<file path="src/rtl/irq_bank_pkg.sv">
package irq_bank_pkg;
    typedef enum logic [1:0] {
        PH_IDLE  = 2'd0,
        PH_READ  = 2'd1,
        PH_WRITE = 2'd2,
        PH_MISS  = 2'd3
    } acc_phase_e;

    localparam int ALIAS_BITS = 29;

    function automatic logic addr_match(input logic [31:0] a, input logic [31:0] b);
        return a[ALIAS_BITS-1:0] == b[ALIAS_BITS-1:0];
    endfunction
endpackage

</file>
<file path="src/rtl/irq_bank_decode.sv">
module irq_bank_decode
    import irq_bank_pkg::*;
#(
    parameter int          NUM_MASK    = 2,
    parameter int          NUM_PRIO    = 2,
    parameter int          NREG        = NUM_MASK + NUM_PRIO,
    parameter logic [31:0] MASK_BASE   = 32'h0408_0000,
    parameter logic [31:0] PRIO_BASE   = 32'h0408_0100,
    parameter logic [NUM_PRIO-1:0] PRIO_PAIRED = '1
) (
    input  logic            sel,
    input  logic [31:0]     addr,
    output logic [NREG-1:0] hit,
    output logic [NREG-1:0] clr_hit,
    output logic            miss
);
    logic [NREG-1:0] m_set;
    logic [NREG-1:0] m_clr;

    for (genvar g = 0; g < NREG; g++) begin : g_slot
        if (g < NUM_MASK) begin : g_mask
            localparam logic [31:0] SET_A = MASK_BASE + 32'(8 * g);
            assign m_set[g] = addr_match(addr, SET_A);
            assign m_clr[g] = addr_match(addr, SET_A + 32'd4);
        end else begin : g_prio
            localparam logic [31:0] SET_A = PRIO_BASE + 32'(8 * (g - NUM_MASK));
            localparam bit          PAIR  = PRIO_PAIRED[g - NUM_MASK];
            assign m_set[g] = addr_match(addr, SET_A);
            if (PAIR) begin : g_pair
                assign m_clr[g] = addr_match(addr, SET_A + 32'd4);
            end else begin : g_single
                assign m_clr[g] = 1'b0;
            end
        end
    end

    assign hit     = {NREG{sel}} & (m_set | m_clr);
    assign clr_hit = {NREG{sel}} & m_clr;
    assign miss    = sel & ~(|(m_set | m_clr));
endmodule

</file>
<file path="src/rtl/irq_bank_reg.sv">
module irq_bank_reg #(
    parameter int W      = 8,
    parameter int FW     = 1,
    parameter bit PAIRED = 1'b1,
    parameter int NF     = W / FW
) (
    input  logic          clk,
    input  logic          rst_n,
    input  logic          wr_en,
    input  logic          use_clr,
    input  logic [W-1:0]  wdata,
    output logic [W-1:0]  value,
    output logic [NF-1:0] fld_chg,
    output logic [NF-1:0] fld_nz
);
    logic [W-1:0] val_q;
    logic [W-1:0] val_nxt;

    always_comb begin
        val_nxt = val_q;
        if (wr_en) begin
            if (PAIRED) begin
                val_nxt = use_clr ? (val_q & ~wdata) : (val_q | wdata);
            end else begin
                val_nxt = wdata;
            end
        end
    end

    always_ff @(posedge clk or negedge rst_n) begin
        if (!rst_n) val_q <= '0;
        else        val_q <= val_nxt;
    end

    for (genvar k = 0; k < NF; k++) begin : g_fld
        localparam int LSB = (NF - 1 - k) * FW;
        assign fld_chg[k] = val_nxt[LSB +: FW] != val_q[LSB +: FW];
        assign fld_nz[k]  = |val_nxt[LSB +: FW];
    end

    assign value = val_q;
endmodule

</file>
<file path="src/rtl/irq_bank_evmap.sv">
module irq_bank_evmap #(
    parameter int NF      = 8,
    parameter int NUM_SRC = 16,
    parameter int SID_W   = $clog2(NUM_SRC),
    parameter logic [NF*SID_W-1:0] MAP = '0
) (
    input  logic [NF-1:0]      fld_chg,
    input  logic [NF-1:0]      fld_nz,
    output logic [NUM_SRC-1:0] en,
    output logic [NUM_SRC-1:0] dis
);
    always_comb begin
        en  = '0;
        dis = '0;
        for (int k = 0; k < NF; k++) begin
            for (int s = 1; s < NUM_SRC; s++) begin
                if (int'(MAP[k*SID_W +: SID_W]) == s && fld_chg[k]) begin
                    if (fld_nz[k]) en[s]  = 1'b1;
                    else           dis[s] = 1'b1;
                end
            end
        end
    end
endmodule

</file>
<file path="src/rtl/irq_mask_bank.sv">
module irq_mask_bank
    import irq_bank_pkg::*;
#(
    parameter int          NUM_MASK  = 2,
    parameter int          NUM_PRIO  = 2,
    parameter int          REG_W     = 8,
    parameter int          PRIO_FW   = 4,
    parameter int          NUM_SRC   = 16,
    parameter logic [31:0] MASK_BASE = 32'h0408_0000,
    parameter logic [31:0] PRIO_BASE = 32'h0408_0100,
    parameter logic [NUM_PRIO-1:0] PRIO_PAIRED = 2'b10,
    parameter logic [NUM_MASK*REG_W*$clog2(NUM_SRC)-1:0] MASK_MAP = 64'h0FED_CBA9_8765_4321,
    parameter logic [NUM_PRIO*(REG_W/PRIO_FW)*$clog2(NUM_SRC)-1:0] PRIO_MAP = 16'h05C3
) (
    input  logic               clk,
    input  logic               rst_n,
    input  logic               bus_sel,
    input  logic               bus_wr,
    input  logic [31:0]        bus_addr,
    input  logic [REG_W-1:0]   bus_wdata,
    output logic [REG_W-1:0]   bus_rdata,
    output logic               bus_err,
    output logic [NUM_SRC-1:0] src_enable_evt,
    output logic [NUM_SRC-1:0] src_disable_evt
);
    localparam int SID_W   = $clog2(NUM_SRC);
    localparam int NREG    = NUM_MASK + NUM_PRIO;
    localparam int PRIO_NF = REG_W / PRIO_FW;

    logic [NREG-1:0]    hit;
    logic [NREG-1:0]    clr_hit;
    logic               miss;
    logic [NREG-1:0]    wr_hit;
    logic [NREG-1:0]    wr_clr;
    logic [REG_W-1:0]   reg_val [NREG];
    logic [NUM_SRC-1:0] en_v    [NREG];
    logic [NUM_SRC-1:0] dis_v   [NREG];
    logic [NREG*REG_W-1:0] val_flat;

    irq_bank_decode #(
        .NUM_MASK   (NUM_MASK),
        .NUM_PRIO   (NUM_PRIO),
        .NREG       (NREG),
        .MASK_BASE  (MASK_BASE),
        .PRIO_BASE  (PRIO_BASE),
        .PRIO_PAIRED(PRIO_PAIRED)
    ) u_decode (
        .sel    (bus_sel),
        .addr   (bus_addr),
        .hit    (hit),
        .clr_hit(clr_hit),
        .miss   (miss)
    );

    assign wr_hit = hit & {NREG{bus_wr}};
    assign wr_clr = clr_hit & {NREG{bus_wr}};

    for (genvar g = 0; g < NREG; g++) begin : g_reg
        assign val_flat[g*REG_W +: REG_W] = reg_val[g];
        if (g < NUM_MASK) begin : g_mask
            logic [REG_W-1:0] chg;
            logic [REG_W-1:0] nz;
            irq_bank_reg #(.W(REG_W), .FW(1), .PAIRED(1'b1)) u_reg (
                .clk    (clk),
                .rst_n  (rst_n),
                .wr_en  (wr_hit[g]),
                .use_clr(wr_clr[g]),
                .wdata  (bus_wdata),
                .value  (reg_val[g]),
                .fld_chg(chg),
                .fld_nz (nz)
            );
            irq_bank_evmap #(
                .NF(REG_W), .NUM_SRC(NUM_SRC), .SID_W(SID_W),
                .MAP(MASK_MAP[g*REG_W*SID_W +: REG_W*SID_W])
            ) u_map (
                .fld_chg(chg),
                .fld_nz (nz),
                .en     (en_v[g]),
                .dis    (dis_v[g])
            );
        end else begin : g_prio
            localparam int P = g - NUM_MASK;
            logic [PRIO_NF-1:0] chg;
            logic [PRIO_NF-1:0] nz;
            irq_bank_reg #(.W(REG_W), .FW(PRIO_FW), .PAIRED(PRIO_PAIRED[P])) u_reg (
                .clk    (clk),
                .rst_n  (rst_n),
                .wr_en  (wr_hit[g]),
                .use_clr(wr_clr[g]),
                .wdata  (bus_wdata),
                .value  (reg_val[g]),
                .fld_chg(chg),
                .fld_nz (nz)
            );
            irq_bank_evmap #(
                .NF(PRIO_NF), .NUM_SRC(NUM_SRC), .SID_W(SID_W),
                .MAP(PRIO_MAP[P*PRIO_NF*SID_W +: PRIO_NF*SID_W])
            ) u_map (
                .fld_chg(chg),
                .fld_nz (nz),
                .en     (en_v[g]),
                .dis    (dis_v[g])
            );
        end
    end

    logic [REG_W-1:0]   rd_mux;
    logic [NUM_SRC-1:0] en_all;
    logic [NUM_SRC-1:0] dis_all;

    always_comb begin
        rd_mux  = '0;
        en_all  = '0;
        dis_all = '0;
        for (int g = 0; g < NREG; g++) begin
            if (hit[g]) rd_mux = rd_mux | reg_val[g];
            en_all  = en_all  | en_v[g];
            dis_all = dis_all | dis_v[g];
        end
    end

    acc_phase_e phase_q;
    acc_phase_e phase_nxt;

    always_comb begin
        if (miss)        phase_nxt = PH_MISS;
        else if (|hit)   phase_nxt = bus_wr ? PH_WRITE : PH_READ;
        else             phase_nxt = PH_IDLE;
    end

    always_ff @(posedge clk or negedge rst_n) begin
        if (!rst_n) phase_q <= PH_IDLE;
        else        phase_q <= phase_nxt;
    end

    logic [REG_W-1:0]   rd_q;
    logic [NUM_SRC-1:0] en_q;
    logic [NUM_SRC-1:0] dis_q;

    always_ff @(posedge clk or negedge rst_n) begin
        if (!rst_n) begin
            rd_q  <= '0;
            en_q  <= '0;
            dis_q <= '0;
        end else begin
            rd_q  <= rd_mux;
            en_q  <= en_all;
            dis_q <= dis_all;
        end
    end

    always_comb begin
        bus_rdata       = '0;
        bus_err         = 1'b0;
        src_enable_evt  = '0;
        src_disable_evt = '0;
        unique case (phase_q)
            PH_IDLE:  ;
            PH_READ:  bus_rdata = rd_q;
            PH_WRITE: begin
                src_enable_evt  = en_q;
                src_disable_evt = dis_q;
            end
            PH_MISS:  bus_err = 1'b1;
            default:  ;
        endcase
    end
endmodule

</file>
<file path="config.mk">
export PLATFORM = sky130hd
export DESIGN_NAME = irq_mask_bank
export DESIGN_NICKNAME = d
export VERILOG_FILES = /design/src/rtl/irq_bank_pkg.sv /design/src/rtl/irq_bank_decode.sv /design/src/rtl/irq_bank_reg.sv /design/src/rtl/irq_bank_evmap.sv /design/src/rtl/irq_mask_bank.sv
export SDC_FILE = /design/constraint.sdc
export NUM_CORES = 1
export LEC_CHECK = 0
export BUFFER_PORTS_ARGS = -buffer_cell sky130_fd_sc_hd__buf_2
export CAP_MARGIN = 10
export CORE_MARGIN = 1
export CORE_UTILIZATION = 55
export CTS_CLUSTER_SIZE = 10
export DETAILED_ROUTE_END_ITERATION = 10
export PLACE_DENSITY = 0.85
export SLEW_MARGIN = 25
export SYNTH_ARGS = -nofsm -noshare
export SYNTH_HDL_FRONTEND = slang
export SYNTH_SLANG_ARGS = --single-unit
</file>
<file path="constraint.sdc">
create_clock -name clk -period 3.55 [get_ports clk]
set_input_delay 0.71 -clock clk [delete_from_list [all_inputs] [get_ports clk]]
set_output_delay 0.71 -clock clk [all_outputs]
set_load 0.05 [all_outputs]
</file>
==> impl_results.md, run 1 <==
* Outcome: complete, no violations
* Fmax at ~360 MHz
* Later-pin clock latency in the skew report at approximately 0.36 ns
* Vias at about 3000
* Post-Syn Instances at 356
* Crit path launch type: input port
* Main synth FF type: dfrtp_1
* Placed cell areas at approximately 4100 µm²
* Mapped Area at ~3600 µm²
* Nets at roughly 470
* Worst-Margin Slew at 0.837 ns
* Initial Utilization at a little under three fifths
* Power Internal at ~1.3 mW
* Met1 WL at around 3700 µm
* IR drop worst, VDD at 277 µV
* Post-synthesis sequential area ratio at about half
* Initial antenna violation count at 0
* Power share of the clock group at between 40% and 50%
* Hold Buf Count CTS at 0
* CTS buffer count at 9
* Met3 routed WL at roughly 660 µm
* Number of remaining DRC errors at 0
* I/O pin count at 85
* Largest net degree at the start of global routing at 31
* Die W at 83.3 µm
* Die Y at 83.3 µm
* Fillers at between 400 and 500
* Synth cell types at 42
* Pwr/cell area at a little under 400 nW/µm²
* Sequential Power Share at a little under half
* Sink Count at 72
* # diodes at 0
* Net switching power at 0.398 mW
* WL final at ~8900 µm
* Layout cells sized above 1 at 25.6%
* Crit path required time at 3.80 ns
* Comb pwr share at 6.7%
* Share of Yosys cell area claimed by the top area cell type at between 40% and 50%
* 1st-iter DRT viols at just over 300
* Most area-hungry cell type in the Yosys netlist: dfrtp_1
* Dpl hpwl at 6250 µm
* Vias per cell at ~6.0
* Clk pin slew, worst setup/hold paths at roughly 0.080 ns
* Crit path time final at between 2 and 3 ns
* Slew Limit Fails at 0
* Synth area leaders: dfrtp_1, and2_1, mux2_1
* Async SR Flop Fraction at 100%
* Post-synth top cells: dfrtp_1, and2_1, nand2_1
* Post-CTS Setup Bufs at 0
* Number of synthesized flops with an enable pin at 0
* Endpoints failing setup at 0
* Cell with the most instances after synthesis: dfrtp_1
* Final Instance Count excl. Fillers at roughly 510
* Final Cell Area at 4330 µm²
* Post-Syn Area per Cell at between 10 and 15 µm²
* Sw Share at between 20% and 30%
* Area Overhead vs Synth at 19.1%
* R2R depth at 4
* Max H-tree Level at 3
* ANT nets after route at 0
* Wire length on met2 at around 4200 µm
* Pleak at approximately 2.2 nW
* Placed insts at around 500
* Reg2reg start: g_reg[3].g_prio.u_reg.value[5]
* Total chip power at about 1.7 mW
* Critical path class: input port to register
* GRT Util Overall at 26.9%
* Vias in the first global route at 2939
* Final period utilization at approximately four fifths
* Highest metal used: met4
* Pre-antenna DRT Iters at 6
* WL/cell at between 15 and 20 µm
* FF-to-FF setup slack at 2.03 ns
* Class of the worst hold path: input port to async pin
* Clk root buf: clkbuf_8
* Setup TNS Final at 0 ns
* Worst Setup End Kind: register
* Post-layout util at around 70%
* CTS tree: yes
* Clock buffer depth at 2
* Max cap viols at 0
* Clock skew at 0.00837 ns
* Largest fanout on the critical path at 8
* RSZ-0062 raised after global routing: false
* IO Port Bufs at 79
* Num rows at 29
* Die area at around 7000 µm²
* Fin. Hold Viols at 0
* FF+latch count, synth at 72
* RR Endpoint: en_q[5]
* YS warnings at 0
* Relative slew margins at between 40 and 50%
* Crit path arrival time at 3.04 ns
* Total grt overflow at 0
* Core outline area at ~6300 µm²
* Placer Congestion at 0.896
* Global-route wire length before repair at approximately 14000 µm
* Post-CTS sizing at 0
-- metal layers --
metal	vias to the layer above	track usage, %
met5	-	0
met4	0	12.2
met3	23	5.96
met2	168	42.5
met1	1465	35.5
li1	1407	-
-- worst max path at each step --
stage / from / endpoint / cells past startpoint
floorplan: bus_addr[24] / en_q[5] / 7
global placement: bus_addr[24] / en_q[5] / 7
detailed placement: bus_addr[24] / en_q[5] / 7
CTS: bus_addr[24] / en_q[5] / 7
global route: bus_addr[22] / en_q[5] / 7
finish: bus_addr[24] / en_q[5] / 7
-- kinds of logic (layout without fill, tap and decap cells) --
kind of cell | count (synthesis) | in the layout | share of synthesized area (%)
and+or+nand+nor | 164 | 164 | 26.4
DFF | 72 | 72 | 49.6
buffers and inverters | 43 | 120 | 4.68
AOI/OAI and AO/OA | 35 | 35 | 7.54
muxes | 33 | 33 | 9.71
xor gates and xnor gates | 8 | 8 | 1.93
other | 1 | 2 | 0.103
-- worst max-delay path, cell delays in order --
cell and delay (ns):
buf_2 0.10, or4_1 0.70, or3_1 0.44, nor3_2 0.15, mux2i_1 0.14, or4_1 0.59, a32o_1 0.22
-- layout by cell type, fill, tap and decap left out, types with 4 or more instances in the layout --
cell and count:
buf_2 79, dfrtp_1 72, and2_1 40, nand2_1 33, inv_1 17, mux2_1 15
mux2i_1 15, nor4_1 13, and3_1 12, nand4_1 11, nor3_1 11, nor2_1 9
clkbuf_8 9, xnor2_1 8, nor3b_1 8, buf_4 8, o21ai_1 7, a22oi_1 7
o2bb2ai_1 7, or4_1 4, nand3_1 4, a32o_1 4
-- cell type report --
type	instances	area (µm²)	area share, %
sequential	72	1800	41.6
multi-input combinational	242	1670	38.5
timing repair buffer	87	455	10.5
clock buffer	9	124	2.86
clock inverter	7	120	2.78
tap	77	96.3	2.23
inverter	17	63.8	1.47
-- power by group through the flow --
| stage | Combinational [mW] | Clock, mW | Sequential, mW |
|---|---|---|---|
| floorplan | 0.0580 | 0 | 0.838 |
| global placement | 0.109 | 0 | 0.837 |
| detailed placement | 0.114 | 0 | 0.837 |
| CTS | 0.114 | 0.783 | 0.821 |
| global route | 0.124 | 0.820 | 0.821 |
| finish | 0.115 | 0.783 | 0.821 |
-- sequential cells by signal, summed over array words and instances (netlist names), named ones only --
register	cells
dis_q	15
g.g_prio.u_reg.value	12
phase_q	2
en_q	15
g.g_mask.u_reg.value	15
rd_q	8
-- per-stage QoR --
stage / setup WS (ns) / hold slack, ns
after floorplan: 0.755 / 0.414
after global placement: 0.492 / 0.464
after detailed placement: 0.414 / 0.471
after CTS: 0.778 / 0.372
after global routing: 0.511 / 0.399
final: 0.758 / 0.359
(Power assumes the default switching activity.)
==> run 2, diff against run 1 <==
--- a/config.mk
+++ b/config.mk
@@ -8,10 +8,10 @@
 export BUFFER_PORTS_ARGS = -buffer_cell sky130_fd_sc_hd__buf_2
 export CAP_MARGIN = 10
 export CORE_MARGIN = 1
-export CORE_UTILIZATION = 55
+export CORE_UTILIZATION = 49
 export CTS_CLUSTER_SIZE = 10
 export DETAILED_ROUTE_END_ITERATION = 10
-export PLACE_DENSITY = 0.85
+export PLACE_DENSITY = 0.81
 export SLEW_MARGIN = 25
 export SYNTH_ARGS = -nofsm -noshare
 export SYNTH_HDL_FRONTEND = slang
==> constraint.sdc (replaced) <==
create_clock -name clk -period 2.4 [get_ports clk]
set_input_delay 0.48 -clock clk [delete_from_list [all_inputs] [get_ports clk]]
set_output_delay 0.48 -clock clk [all_outputs]
set_load 0.05 [all_outputs]
==> run 2 against run 1 <==
Compared with the run above:
- setup slack got worse by 0.65 ns
- combinational power up 63%
- core utilization decreased by 4.3 points
==> impl_results.md, run 2 (synthesis results as in run 1) <==
* Fmax at between 400 and 500 MHz
* FF-to-FF setup slack at 0.97 ns (was 2.03 ns)
* Clock buffer depth at 2 (unchanged)
* Clk root buf: clkbuf_8 (unchanged)
* Crit-path slowest cell: or4_4 (was or4_1)
* Largest net degree at the start of global routing at 49 (was 31)
* Worst-Margin Slew at 0.561 ns (was 0.837 ns)
* ANT nets after route at 0 (unchanged)
* Endpoints failing setup at 0 (unchanged)
* Pwr/cell area at 512 nW/µm² (was 397 nW/µm²)
* Total grt overflow at 0 (unchanged)
* Max H-tree Level at 3 (unchanged)
* R2R depth at 4 (unchanged)
* Die Y at 88.1 µm (was 83.3 µm)
* Dpl hpwl at 6680 µm (was 6250 µm)
* Most used cells in the layout excluding fill and tap cells: buf_2, dfrtp_1, and2_1, buf_4, nand2_1 (was buf_2, dfrtp_1, and2_1)
* Fin. Hold Viols at 0 (unchanged)
* Num rows at 31 (was 29)
* RR Endpoint: en_q[5] (unchanged)
* RSZ-0062 raised after global routing: false (unchanged)
* WL final at 8930 µm (was 8860 µm)
* IR drop worst, VDD at 310 µV (was 277 µV)
* Pleak at 2.37 nW (was 2.20 nW)
* Setup TNS Final at 0 ns (unchanged)
* Post-CTS Setup Bufs at 0 (unchanged)
* Layout cells sized above 1 at 31.3% (was 25.6%)
* CTS buffer count at 9 (unchanged)
* Class of the worst hold path: input port to async pin (unchanged)
* Largest fanout on the critical path at 5 (was 8)
* Global-route wire length before repair at 14500 µm (about the same)
* Fillers at 611 (was 482)
* Vias at 3094 (was 3063)
* Slew Limit Fails at 0 (unchanged)
* Crit path time final at about 2.3 ns
* Fin Hold WS at 0.116 ns (was 0.359 ns)
* Crit path max-delay family: simple AND/OR/NAND/NOR gates (unchanged)
* Sink Count at 72 (unchanged)
* Area Overhead vs Synth at 26.7% (was 19.1%)
* Pre-CTS setup slack at -0.277 ns (was 0.414 ns)
* Initial antenna violation count at 0 (unchanged)
* Nets at 507 (was 473)
* Placer Congestion at 0.908 (was 0.896)
* Clock skew at 0.00491 ns (was 0.00837 ns)
* Die area at 7760 µm² (was 6940 µm²)
* Die W at 88.1 µm (was 83.3 µm)
* CTS tree: yes (unchanged)
* Crit path launch type: input port (unchanged)
* Final period utilization at 95.4%
* Vias per cell at 5.48 (was 5.99)
* Crit path arrival time at 2.53 ns (was 3.04 ns)
* Max cap viols at 0 (unchanged)
* Pre-antenna DRT Iters at 4 (was 6)
* Buf/Inv on CP at 1 (unchanged)
* WL/cell at 15.8 µm (was 17.3 µm)
* Placed cell areas at 4400 µm² (was 4080 µm²)
* Outcome: complete, no violations (unchanged)
* Post-route setup slack at 0.109 ns (was 0.758 ns)
* Commonest non-fill, non-tap cell in the layout: buf_2 (unchanged)
* Crit path required time at 2.64 ns (was 3.80 ns)
* Core outline area at 7210 µm² (was 6350 µm²)
* CP Cell Sequence: buf_2 -> or4_4 -> or3_1 -> nor3_2 -> mux2i_1 -> or4_1 -> a32o_1 (was buf_2 -> or4_1 -> or3_1 -> nor3_2 -> mux2i_1 -> or4_1 -> a32o_1)
* 1st-iter DRT viols at 253 (was 309)
* Vias in the first global route at 2947 (was 2939)
* Later-pin clock latency in the skew report at 0.35 ns (was 0.36 ns)
* Number of remaining DRC errors at 0 (unchanged)
* # diodes at 0 (unchanged)
* I/O pin count at 85 (unchanged)
* Post-layout util at 63.8% (was 68.1%)
* Reg2reg start: g_reg[3].g_prio.u_reg.value[7] (was g_reg[3].g_prio.u_reg.value[5])
* Critical path class: input port to register (unchanged)
* IO Port Bufs at 79 (unchanged)
* Initial Utilization at 50.4% (was 57.2%)
* Final Cell Area at 4600 µm² (was 4330 µm²)
* Worst Setup End Kind: register (unchanged)
* Hold Buf Count CTS at 0 (unchanged)
* Clk pin slew, worst setup/hold paths at 0.07 ns (was 0.08 ns)
* Worst path max stage delay at 0.56 ns (was 0.70 ns)
* Relative slew margins at 62.6% (was 43.7%)
* GRT Util Overall at 25.4% (was 26.9%)
run 2: metal layers:
layer	vias to the layer above	wire, µm	track usage (%)
li1	1476	-	-
met5	-	0	0
met1	1469	3850	33.8
met2	137	4300	40.6
met3	12	637	4.90
met4	0	144	11.6
run 2: worst max-delay path by stage:
stage / depth (start not counted) / from / to / slack [ns]
after floorplan: 7 / bus_addr[24] / en_q[5] / -0.16
after global placement: 7 / bus_addr[24] / en_q[5] / -0.22
after detailed placement: 7 / bus_addr[24] / en_q[5] / -0.28
after CTS: 4 / phase_q[0] / src_disable_evt[6] / 0.08
after global routing: 8 / bus_addr[22] / en_q[5] / 0.01
final: 7 / bus_addr[24] / en_q[5] / 0.11
run 2: stage by stage:
stage	total power, mW	instances
2_1_floorplan	1.33	357
3_3_place_gp	1.42	551
3_5_place_dp	1.43	551
4_1_cts	2.37	565
5_1_grt	2.44	565
6_report	2.36	565
run 2: what timing repair did:
item                                    CTS  global route
endpoints found under the hold margin     0             0
gates resized for setup                   0             2
endpoints found under the setup margin    0             1
run 2: cell type report:
class                      instances  area (µm²)  share of cell area, %
clock inverter                     3        42.5                  0.924
multi-input combinational        242        1690                   36.6
timing repair buffer             121         736                   16.0
tap                               99         124                   2.69
clock buffer                      11         151                   3.29
sequential                        72        1800                   39.1
inverter                          17        63.8                   1.39
run 2: report_power, final:
part           switching, mW  internal [mW]
logic                  0.122         0.0657
registers            0.00102           1.21
clock network          0.430          0.523
